**config.mk**
```make
export PLATFORM = sky130hd
export DESIGN_NAME = xr64pp_gen
export DESIGN_NICKNAME = d
export VERILOG_FILES = /design/src/rtl/xr_pkg.sv /design/src/rtl/xr_advance.sv /design/src/rtl/xr_scramble.sv /design/src/rtl/xr_seed_fix.sv /design/src/rtl/xr64pp_gen.sv
export SDC_FILE = /design/constraint.sdc
export NUM_CORES = 1
export LEC_CHECK = 0
export BUFFER_PORTS_ARGS = -buffer_cell sky130_fd_sc_hd__buf_2
export CAP_MARGIN = 10
export CORE_ASPECT_RATIO = 0.5
export CORE_MARGIN = 2
export CORE_UTILIZATION = 60
export CTS_CLUSTER_DIAMETER = 60
export CTS_CLUSTER_SIZE = 25
export DETAILED_ROUTE_END_ITERATION = 6
export HOLD_SLACK_MARGIN = 0.05
export PLACE_DENSITY = 0.91
export SYNTH_ARGS = -nofsm -noshare
export SYNTH_HDL_FRONTEND = slang
export SYNTH_SLANG_ARGS = --single-unit
export TNS_END_PERCENT = 5
```
**constraint.sdc**
```tcl
create_clock -name clk -period 11.7 [get_ports clk]
set_clock_uncertainty 0.15 [all_clocks]
set_input_delay 2.34 -clock clk [delete_from_list [all_inputs] [get_ports clk]]
set_output_delay 2.34 -clock clk [all_outputs]
set_load 0.01 [all_outputs]
```
**src/rtl/xr_pkg.sv**
```systemverilog
package xr_pkg;
   localparam int unsigned XR_W = 32;

   typedef struct packed {
      logic [XR_W-1:0] w0;
      logic [XR_W-1:0] w1;
   } xr_state_t;

   function automatic logic [XR_W-1:0] rotl(input logic [XR_W-1:0] v, input int unsigned n);
      return (v << n) | (v >> (XR_W - n));
   endfunction
endpackage

```
**src/rtl/xr_advance.sv**
```systemverilog
module xr_advance
   import xr_pkg::*;
#(
   parameter int unsigned ROT_A = 26,
   parameter int unsigned SHL_B = 9,
   parameter int unsigned ROT_C = 13
) (
   input  xr_state_t cur,
   output xr_state_t nxt
);
   generate
      if (ROT_A == 0 || ROT_A >= XR_W) begin : g_bad_a
         $error("xr_advance: ROT_A out of range");
      end
      if (SHL_B == 0 || SHL_B >= XR_W) begin : g_bad_b
         $error("xr_advance: SHL_B out of range");
      end
      if (ROT_C == 0 || ROT_C >= XR_W) begin : g_bad_c
         $error("xr_advance: ROT_C out of range");
      end
   endgenerate

   logic [XR_W-1:0] t;

   always_comb begin
      t      = cur.w1 ^ cur.w0;
      nxt.w0 = rotl(cur.w0, ROT_A) ^ t ^ (t << SHL_B);
      nxt.w1 = rotl(t, ROT_C);
   end
endmodule

```
**src/rtl/xr_scramble.sv**
```systemverilog
module xr_scramble
   import xr_pkg::*;
#(
   parameter int unsigned ROT_D    = 17,
   parameter bit          PLUS_OUT = 1'b1
) (
   input  xr_state_t       cur,
   output logic [XR_W-1:0] pp_word,
   output logic [XR_W-1:0] plus_word
);
   generate
      if (ROT_D == 0 || ROT_D >= XR_W) begin : g_bad_d
         $error("xr_scramble: ROT_D out of range");
      end
   endgenerate

   logic [XR_W-1:0] sum;

   always_comb begin
      sum     = cur.w0 + cur.w1;
      pp_word = rotl(sum, ROT_D) + cur.w0;
   end

   generate
      if (PLUS_OUT) begin : g_plus
         assign plus_word = sum;
      end else begin : g_noplus
         assign plus_word = '0;
      end
   endgenerate
endmodule

```
**src/rtl/xr_seed_fix.sv**
```systemverilog
module xr_seed_fix
   import xr_pkg::*;
#(
   parameter logic [XR_W-1:0] DEF_W0 = 32'h9E3779B9,
   parameter logic [XR_W-1:0] DEF_W1 = 32'h7F4A7C15
) (
   input  logic [XR_W-1:0] seed_w0,
   input  logic [XR_W-1:0] seed_w1,
   output xr_state_t       fixed
);
   generate
      if (DEF_W0 == '0 && DEF_W1 == '0) begin : g_bad_def
         $error("xr_seed_fix: default seed must be non-zero");
      end
   endgenerate

   always_comb begin
      if (seed_w0 == '0 && seed_w1 == '0) begin
         fixed.w0 = DEF_W0;
         fixed.w1 = DEF_W1;
      end else begin
         fixed.w0 = seed_w0;
         fixed.w1 = seed_w1;
      end
   end
endmodule

```
**src/rtl/xr64pp_gen.sv**
```systemverilog
module xr64pp_gen
   import xr_pkg::*;
#(
   parameter int unsigned     ROT_A    = 26,
   parameter int unsigned     SHL_B    = 9,
   parameter int unsigned     ROT_C    = 13,
   parameter int unsigned     ROT_D    = 17,
   parameter bit              PLUS_OUT = 1'b1,
   parameter logic [31:0]     DEF_W0   = 32'h9E3779B9,
   parameter logic [31:0]     DEF_W1   = 32'h7F4A7C15
) (
   input  logic        clk,
   input  logic        rst,
   input  logic        step,
   input  logic        seed_load,
   input  logic [31:0] seed_w0,
   input  logic [31:0] seed_w1,
   output logic [31:0] rnd,
   output logic [31:0] rnd_plus,
   output logic        rnd_valid
);
   xr_state_t       st_q, st_nxt, st_seed;
   logic [XR_W-1:0] pp_w, plus_w;

   xr_advance #(.ROT_A(ROT_A), .SHL_B(SHL_B), .ROT_C(ROT_C)) u_adv (
      .cur (st_q),
      .nxt (st_nxt)
   );

   xr_scramble #(.ROT_D(ROT_D), .PLUS_OUT(PLUS_OUT)) u_scr (
      .cur       (st_q),
      .pp_word   (pp_w),
      .plus_word (plus_w)
   );

   xr_seed_fix #(.DEF_W0(DEF_W0), .DEF_W1(DEF_W1)) u_seed (
      .seed_w0 (seed_w0),
      .seed_w1 (seed_w1),
      .fixed   (st_seed)
   );

   always_ff @(posedge clk) begin
      if (rst) begin
         st_q.w0   <= DEF_W0;
         st_q.w1   <= DEF_W1;
         rnd       <= '0;
         rnd_plus  <= '0;
         rnd_valid <= 1'b0;
      end else if (seed_load) begin
         st_q      <= st_seed;
         rnd_valid <= 1'b0;
      end else if (step) begin
         st_q      <= st_nxt;
         rnd       <= pp_w;
         rnd_plus  <= plus_w;
         rnd_valid <= 1'b1;
      end else begin
         rnd_valid <= 1'b0;
      end
   end

   // the state never reaches all zero
   a_r9_state_nonzero: assert property (@(posedge clk) disable iff (rst)
      st_q != '0);

   // a step edge raises valid
   a_r4_valid_after_step: assert property (@(posedge clk) disable iff (rst)
      (step && !seed_load) |=> rnd_valid);

   // a load edge clears valid and keeps the output
   a_r6_load_holds_out: assert property (@(posedge clk) disable iff (rst)
      seed_load |=> (!rnd_valid && $stable(rnd)));

   // an idle edge freezes state and output
   a_r5_idle_holds: assert property (@(posedge clk) disable iff (rst)
      (!step && !seed_load) |=> ($stable(st_q) && $stable(rnd) && $stable(rnd_plus)));

   // a zero seed lands on the default state
   a_r7_zero_seed: assert property (@(posedge clk) disable iff (rst)
      (seed_load && seed_w0 == '0 && seed_w1 == '0) |=>
         (st_q.w0 == DEF_W0 && st_q.w1 == DEF_W1));
endmodule

```
# --- Word level (Yosys, flattened, before mapping) ---
# Index checks and enable logic that the tools add are counted.
op_classes:
  reduce_logical: 6
  n_mux: 4
  addsub: 2
  bitwise: 7
ops:
  columns: ["op", "count"]
  rows:
  - ["$mux W64", 3]
  - ["$xor A32 B32 Y32", 3]
  - ["$add A32 B32 Y32", 2]
  - ["$logic_not A32 Y1", 2]
  - ["$or A32 B13 Y32", 1]
  - ["$or A32 B17 Y32", 1]
  - ["$or A32 B26 Y32", 1]
  - ["$reduce_and A2 Y1", 1]
  - ["$reduce_bool A2 Y1", 1]
  - ["$reduce_or A2 Y1", 1]
  - ["$logic_and A1 B1 Y1", 1]
  - ["$mux W1", 1]
  - ["$not A1 Y1", 1]
totals:
  out_inout_bits: 65
  word_cells: 24
  regBits: 129

# --- Logic depth before layout (Yosys ltp) ---
# Gate-level depths: netlist of run 1.
logic_depth:
  word_depth: 5
  depth_mapped: 20
  mapped_depth_nobuf: 19

# --- Cells and area by module ---
# From an unflattened synthesis of run 1, not the netlist that was laid out.
unflattened:
  hier_cells: 1287
  area_unflattened_um2: 10603.9
modules_own_cells:
  columns: ["mod", "cells_per_inst", "n_inst", "area_per_inst_um2"]
  rows:
  - ["xr64pp_gen", 592, 1, 5180.0]
  - ["xr_scramble", 480, 1, 3435.8]
  - ["xr_advance", 77, 1, 1041.0]
  - ["xr_seed_fix", 138, 1, 947.2]

# --- Worst setup path before layout of run 1 ---
# OpenSTA, ideal clock, no wires.
synth_path:
  path_type: "register to register"
  startpoint: "register st_q[32] (netlist name)"
  endpoint: "register rnd[28]"
  t_arrival_ns: 4.395
  path_buffers: 0
  path_slack_ns: 7.081
  path_stages_with_launch: 20
  synth_period_minus_slack_ns: 4.619
  required_time_ns: 11.476
  setup_time_ns: 0.074
  path_cell_list: "dfxtp_1 ha_1 fa_1 a211oi_1 o21a_1 o211ai_1 a221oi_1 o221ai_1 nand4_1 nand2_1 xor2_1 ha_1 and3_1 nand4_1 a21oi_1 a311oi_2 a2111oi_4 o211ai_2 or3_1 a31oi_1"
synth_via:
  elab_chain_len: 3
synth_rtl:
  columns: ["item", "line", "rtl"]
  rows:
  - ["from (decl)", "xr64pp_gen.sv:22", "xr_state_t st_q, st_nxt, st_seed;"]
  - ["from (signal assigned)", "xr64pp_gen.sv:50", "st_q <= st_seed;"]
  - ["from (signal assigned)", "xr64pp_gen.sv:53", "st_q <= st_nxt;"]
  - ["$add A32 B32 Y32", "xr_scramble.sv:20", "sum = cur.w0 + cur.w1;"]
  - ["via plus_w[24]", "xr64pp_gen.sv:23", "logic [XR_W-1:0] pp_w, plus_w;"]
  - ["$or A32 B17 Y32", "xr_pkg.sv:10", "return (v << n) | (v >> (XR_W - n));"]
  - ["$add A32 B32 Y32", "xr_scramble.sv:21", "pp_word = rotl(sum, ROT_D) + cur.w0;"]
  - ["to (signal assigned)", "xr64pp_gen.sv:54", "rnd <= pp_w;"]
  - ["to (decl)", "xr64pp_gen.sv:18", "output logic [31:0] rnd,"]
# The timed path passes the listed nets, and every way through them passes these cells.
# A chain may end at the register's enable or synchronous reset.

# --- Worst setup path after layout of run 1 ---
# Ends and elaborated chain as after synthesis.

==> run_results.csv, run 1 <==
group,metric,value,unit
worst_setup_path,worstSetupStartpointType,"register",
logic_synthesis,yosys_warnings,0,
logic_synthesis,ys_seq_elements,129,
routing,wl_met2,14.25,mm
logic_synthesis,ys_types,77,
final_layout,fin_cells,1481,
die,die_area,0.01651,mm2
global_route,grt_pass1_vias,9263,
cts,cts-htree-levels,4,
final_layout,nets,1396,
placement,place.gp.congestion,1.076,
die,num_io_pins,133,
cts,post_cts.repair.setup_buffers,0,
cts,cts_root_buf,"clkbuf_16",
cts,cts_buffers,17,
routing,drt_first_iter_violations,1299,
final_layout,layout-drive-gt1-share,0.1605,
routing,vias_per_cell,6.821,
power,p_leak,4.526,nW
worst_setup_path,setup.worst_path.class,"register to register",
cts,clock_sinks,129,
timing,finalSetupViolCount,0,
power,pwr-share-seq,0.255,
routing,dr.pass1.iters,7,
die,start_util,0.6074,
cts,clk_latency,440,ps
routing,highest_layer,"met4",
worst_setup_path,crit_required,11920,ps
final_layout,diodes,0,
cts,cts_tree,"yes",
global_route,grt.total_usage,0.4434,
timing,relSlewSlack,0.3955,
routing,wl,36.92,mm
placement,place_ws,6328,ps
timing,report.final.slew_viol_count,0,
cts,cts_hold_buf,0,
routing,drc_errors,2,
run,maxCapViolCount,0,
logic_synthesis,synth.most_common_cell,"a21oi_1",
die,num_rows,32,
cts,clock_path_buffers,2,
power,power_density,206.3,mW/mm2
global_route,grt_overflow_total,0,
logic_synthesis,synth.cell_area,0.009266,mm2
logic_synthesis,synthArstFlopShare,0,
placement,placedCellCount,1449,
power,pwr-share-comb,0.478,
placement,portBuffers,132,
final_layout,layout-area-overhead-vs-synth,13.72,%
routing,drtAntennaViolNets,0,
die,core_area,0.01525,mm2
power,swShare,0.4257,
min_path,hold_class,"register to register",
cts,post_cts_resized,0,
routing,wl_per_cell,24.93,um
final_layout,seq_area,0.002582,mm2
status,status,"complete, but fails checks",
worst_setup_path,arrival,5740,ps
logic_synthesis,ys.flop_type,"dfxtp_1",
logic_synthesis,synth_common_cells,"a21oi_1, dfxtp_1, nand2_1",
routing,vias,10100,
worst_setup_path,cp_max_fo,6,
status,violations,"DRC",
logic_synthesis,synth-edff-count,0,
logic_synthesis,synth_top_area_frac,0.2787,
routing,wl_met3,5.834,mm
power,vdd_drop_max,111.8,uV
power,clkPwrFrac,0.268,
logic_synthesis,syn_avg_cell_area,7.780,um2
die,die_y,91.88,um
timing,hold_viol,0,
logic_synthesis,syn-num-nets,1323,
logic_synthesis,syn_inst,1191,
routing,met1Wirelength,15.52,mm
power,finalPower,2.174,mW
final_layout,multi_input_area,0.006262,mm2
die,die_w,179.8,um
global_route,grt_pass1_wl,55.27,mm
final_layout,fillCellCount,1253,
cts,clk_pin_slew,60,ps
timing,tns,0,ps
timing,worst_pin_slew,906.8,ps
power,power_switching,0.9256,mW
timing,min_period,5529,ps
timing,grt_setup_unrepaired,"false",
worst_setup_path,endpoint_kind,"register",
placement,hpwl,27.68,mm
power,internal-power,1.248,mW
logic_synthesis,yosysTopAreaCell,"dfxtp_1",
timing,fmax,0.1808,GHz
global_route,grt_max_degree,90,
logic_synthesis,synth-seq-area-share,0.2787,
final_layout,utilization,0.6908,
logic_synthesis,synth_area_leaders,"dfxtp_1, ha_1, a21oi_1",
timing,fin_crit_sh,0.4726,
global_route,antenna_found_initial,0,
timing,timing.final.ws_setup,6171,ps
[power groups by stage]
stage / Sequential (mW) / Combinational, mW / Clock (mW)
2_1_floorplan: 0.551 / 0.685 / 0
3_3_place_gp: 0.553 / 0.976 / 0
3_5_place_dp: 0.556 / 0.982 / 0
4_1_cts: 0.547 / 0.995 / 0.579
5_1_grt: 0.555 / 1.10 / 0.598
6_report: 0.553 / 1.04 / 0.582
[cells by family after synthesis]
family / after synthesis / share of synthesized area
flip-flops: 129 / 0.2787
adder cells (fa/ha/maj): 64 / 0.08804
multiplexers: 42 / 0.04753
AO/OA/AOI/OAI: 359 / 0.2456
AND/OR/NAND/NOR: 391 / 0.1977
XOR/XNOR: 99 / 0.09506
buffers and inverters: 107 / 0.04739
[cell usage in the layout (no fill, tap or decap), types with 4 or more instances in the layout]
cell type and count:
and3_1 20, buf_4 11, or3_1 8, o21bai_1 12, and2_1 4, a211oi_1 14
clkbuf_16 17, ha_1 62, a21o_1 27, nand3_1 26, dfxtp_1 129, nor4_1 16
nor4b_1 5, nor3_1 18, a311o_1 4, inv_1 18, o21a_1 8, a21oi_1 154
mux2i_1 26, xor2_1 21, xnor2_1 77, nand2b_1 5, o22ai_1 19, o21ai_0 42
buf_2 131, o211ai_1 9, mux2_2 16, nor2b_1 9, nand4_1 17, nor2_1 120
nand2_1 122, bufinv_16 4, a31oi_1 22, o21ai_1 5
[final timing paths]
check | startpoint | end | slack [ps] | cells past startpoint
worst min register to register | rnd[20] | rnd[20] | 300 | 2
worst min-delay path | rnd[20] | rnd[20] | 300 | 2
worst max-delay path | st_q[32] | rnd[28] | 6170 | 18
worst max register to register | st_q[32] | rnd[28] | 6170 | 18
[registers in the layout, summed over array words and instances (netlist names)]
signal,flops
rnd_valid,1
rnd,32
st_q,64
rnd_plus,32
[metal layers]
layer | vias up | global-route usage
li1 | 4449 | -
met1 | 4752 | 0.6237
met2 | 772 | 0.6105
met3 | 129 | 0.1736
met4 | 0 | 0.1511
met5 | - | 0
[metrics by stage]
step	instance area (um2)	hold slack, ps
final	10540	295.7
after global routing	10540	310.3
after CTS	10540	297.1
after detailed placement	9910	291.2
after global placement	9910	284.6
after floorplan	9266	326.1
[critical path, cell delays in order (launching register included)]
cell and delay [ps]:
dfxtp_1 380, ha_1 270, fa_1 440, a211oi_1 350, o21a_1 210, o211ai_1 160
a221oi_1 410, o221ai_1 280, nand4_1 220, nand2_1 100, xor2_1 170, ha_1 470
nand2_1 70, o21ai_0 410, a311oi_2 270, a2111oi_4 450, o211ai_2 170, or3_1 320
a31oi_1 150
[final cells by class]
type | count | share of cell area
Inverter | 19 | 0.006768
Tap cell | 204 | 0.02422
Sequential cell | 129 | 0.2451
Clock buffer | 20 | 0.04239
Clock inverter | 12 | 0.01722
Multi-Input combinational cell | 955 | 0.5943
Timing Repair Buffer | 142 | 0.07005
Note: power is estimated with default switching activity, not from simulation.
==> run 2, diff against run 1 <==
--- a/config.mk
+++ b/config.mk
@@ -9,12 +9,12 @@
 export CAP_MARGIN = 10
 export CORE_ASPECT_RATIO = 0.5
 export CORE_MARGIN = 2
-export CORE_UTILIZATION = 60
+export CORE_UTILIZATION = 53
 export CTS_CLUSTER_DIAMETER = 60
 export CTS_CLUSTER_SIZE = 25
 export DETAILED_ROUTE_END_ITERATION = 6
 export HOLD_SLACK_MARGIN = 0.05
-export PLACE_DENSITY = 0.91
+export PLACE_DENSITY = 0.86
 export SYNTH_ARGS = -nofsm -noshare
 export SYNTH_HDL_FRONTEND = slang
 export SYNTH_SLANG_ARGS = --single-unit
==> constraint.sdc (replaced) <==
create_clock -name clk -period 4.7 [get_ports clk]
set_clock_uncertainty 0.15 [all_clocks]
set_input_delay 0.94 -clock clk [delete_from_list [all_inputs] [get_ports clk]]
set_output_delay 0.94 -clock clk [all_outputs]
set_load 0.01 [all_outputs]
==> run 2 against run 1 <==
The run still ends with DRC left; sequential power increased by 140%; global-route usage decreased by 2.4 points; wire length increased by 6.8%; cell area increased by 13%; flip-flop and latch count unchanged; largest cell class unchanged; largest power group unchanged.
==> run_results.csv, run 2 (synthesized netlist as in run 1, its figures left out) <==
group,metric,value,unit
status,status,"complete, but fails checks",
status,violations,"DRC",
die,die_y,97.50,um
final_layout,layout-drive-gt1-share,0.2687,
final_layout,regMostFlops,"st_q",
cts,cts_root_buf,"clkbuf_16",
final_layout,fin_cells,1669,
power,vdd_drop_max,285.3,uV
power,finalPower,5.968,mW
routing,drt_first_iter_violations,1504,
timing,report.final.slew_viol_count,0,
global_route,grt.total_usage,0.4198,
final_layout,layout-area-overhead-vs-synth,28.57,%
placement,portBuffers,132,
worst_setup_path,arrival,4840,ps
routing,vias,10680,
final_layout,utilization,0.6915,
global_route,grt_max_degree,83,
placement,placedCellCount,1631,
die,die_area,0.01862,mm2
worst_setup_path,cp_max_fo,5,
final_layout,fin_area,0.01191,mm2
worst_setup_path,worstSetupStartpointType,"register",
global_route,grt_overflow_total,0,
global_route,grt_pass1_vias,10220,
final_layout,final_cell_mix,"buf_4, a21oi_1, buf_2, dfxtp_1, nand2_1",
final_layout,largest_registers,"st_q: 64 flops, rnd: 32 flops, rnd_plus: 32 flops",
min_path,hp-start,"rnd[18]",
placement,place_ws,-148.5,ps
run,maxCapViolCount,0,
cts,clock_sinks,129,
power,power_density,500.9,mW/mm2
routing,wl_per_cell,23.62,um
cts,clk_latency,430,ps
worst_setup_path,startpoint,"st_q[4]",
timing,relSlewSlack,0.3161,
worst_setup_path,endpoint_kind,"register",
worst_setup_path,crit_required,4880,ps
final_layout,largest_reg_flops,64,
timing,min_period,4653,ps
timing,hold_viol,0,
placement,place.gp.congestion,1.034,
timing,tns,0,ps
final_layout,nets,1552,
die,core_area,0.01723,mm2
cts,cts-htree-levels,4,
cts,cts_hold_buf,0,
cts,cts_tree,"yes",
die,die_w,191.0,um
routing,drtAntennaViolNets,0,
cts,cts_buffers,17,
final_layout,fillCellCount,1378,
timing,timing.final.ws_setup,46.72,ps
timing,grt_setup_unrepaired,"true",
timing,finalSetupViolCount,0,
power,p_leak,5.309,nW
routing,vias_per_cell,6.397,
die,num_io_pins,133,
final_layout,final_common_cell,"buf_4",
routing,wl,39.43,mm
timing,worst_pin_slew,1026,ps
global_route,antenna_found_initial,2,
die,start_util,0.5378,
placement,place_area,0.01110,mm2
routing,dr.pass1.iters,7,
cts,clock_path_buffers,2,
cts,clk_pin_slew,60,ps
placement,hpwl,30.03,mm
worst_setup_path,r2r-start,"st_q[4]",
min_path,hold_class,"register to register",
timing,fin_crit_sh,0.9901,
worst_setup_path,setup.worst_path.class,"register to register",
routing,drc_errors,6,
timing,hold_ws,299.9,ps
global_route,grt_pass1_wl,58.55,mm
timing,fmax,0.2149,GHz
die,num_rows,34,
run 2: path summary, 6_finish.rpt:
check                               end  slack, ps  cells after the start
worst max-delay path            rnd[26]         50                     18
worst min-delay path            rnd[18]        300                      2
worst max register to register  rnd[26]         50                     18
worst min register to register  rnd[18]        300                      2
run 2: critical path, cell delays in order, from the launching register on:
cell	delay, ps
dfxtp_1	330
ha_1	410
o21ai_0	160
o21a_1	230
buf_4	130
o21a_1	210
a21oi_1	200
o211ai_1	140
a31oi_2	310
xor2_1	260
ha_1	300
buf_4	160
a31oi_1	270
o21bai_1	130
a311oi_2	380
a2111oi_4	160
o21a_1	230
o21a_1	170
o31ai_1	220
run 2: final cells by class:
class	count	area (um2)	share of cell area
diodes	2	5.005	0.0004201
clock buffers	21	470.5	0.03949
clock inverters	11	182.7	0.01533
inverters	19	71.32	0.005986
multi-input cells	955	6384	0.5358
flip-flops and latches	129	2582	0.2168
well taps	234	292.8	0.02457
repair buffers	298	1926	0.1616
run 2: metal layers:
layer | part of all wire | up-vias | global-route usage
met5 | 0.00036 | - | 0
li1 | - | 4757 | -
met1 | 0.42 | 4996 | 0.5872
met3 | 0.14 | 164 | 0.1239
met2 | 0.39 | 757 | 0.5822
met4 | 0.048 | 2 | 0.2021
run 2: repair_timing:
action / CTS / global route
gates resized for setup: 3 / 25
setup buffers: 2 / 2
setup endpoints to repair: 10 / 18
pin swaps: 1 / 13
run 2: where the power goes:
part / internal (mW) / leakage [nW] / switching [mW] / total [mW]
Combinational: 1.37 / 3.92 / 1.76 / 3.13
Sequential: 1.23 / 1.06 / 0.0958 / 1.33
Clock: 0.979 / 0.323 / 0.530 / 1.51
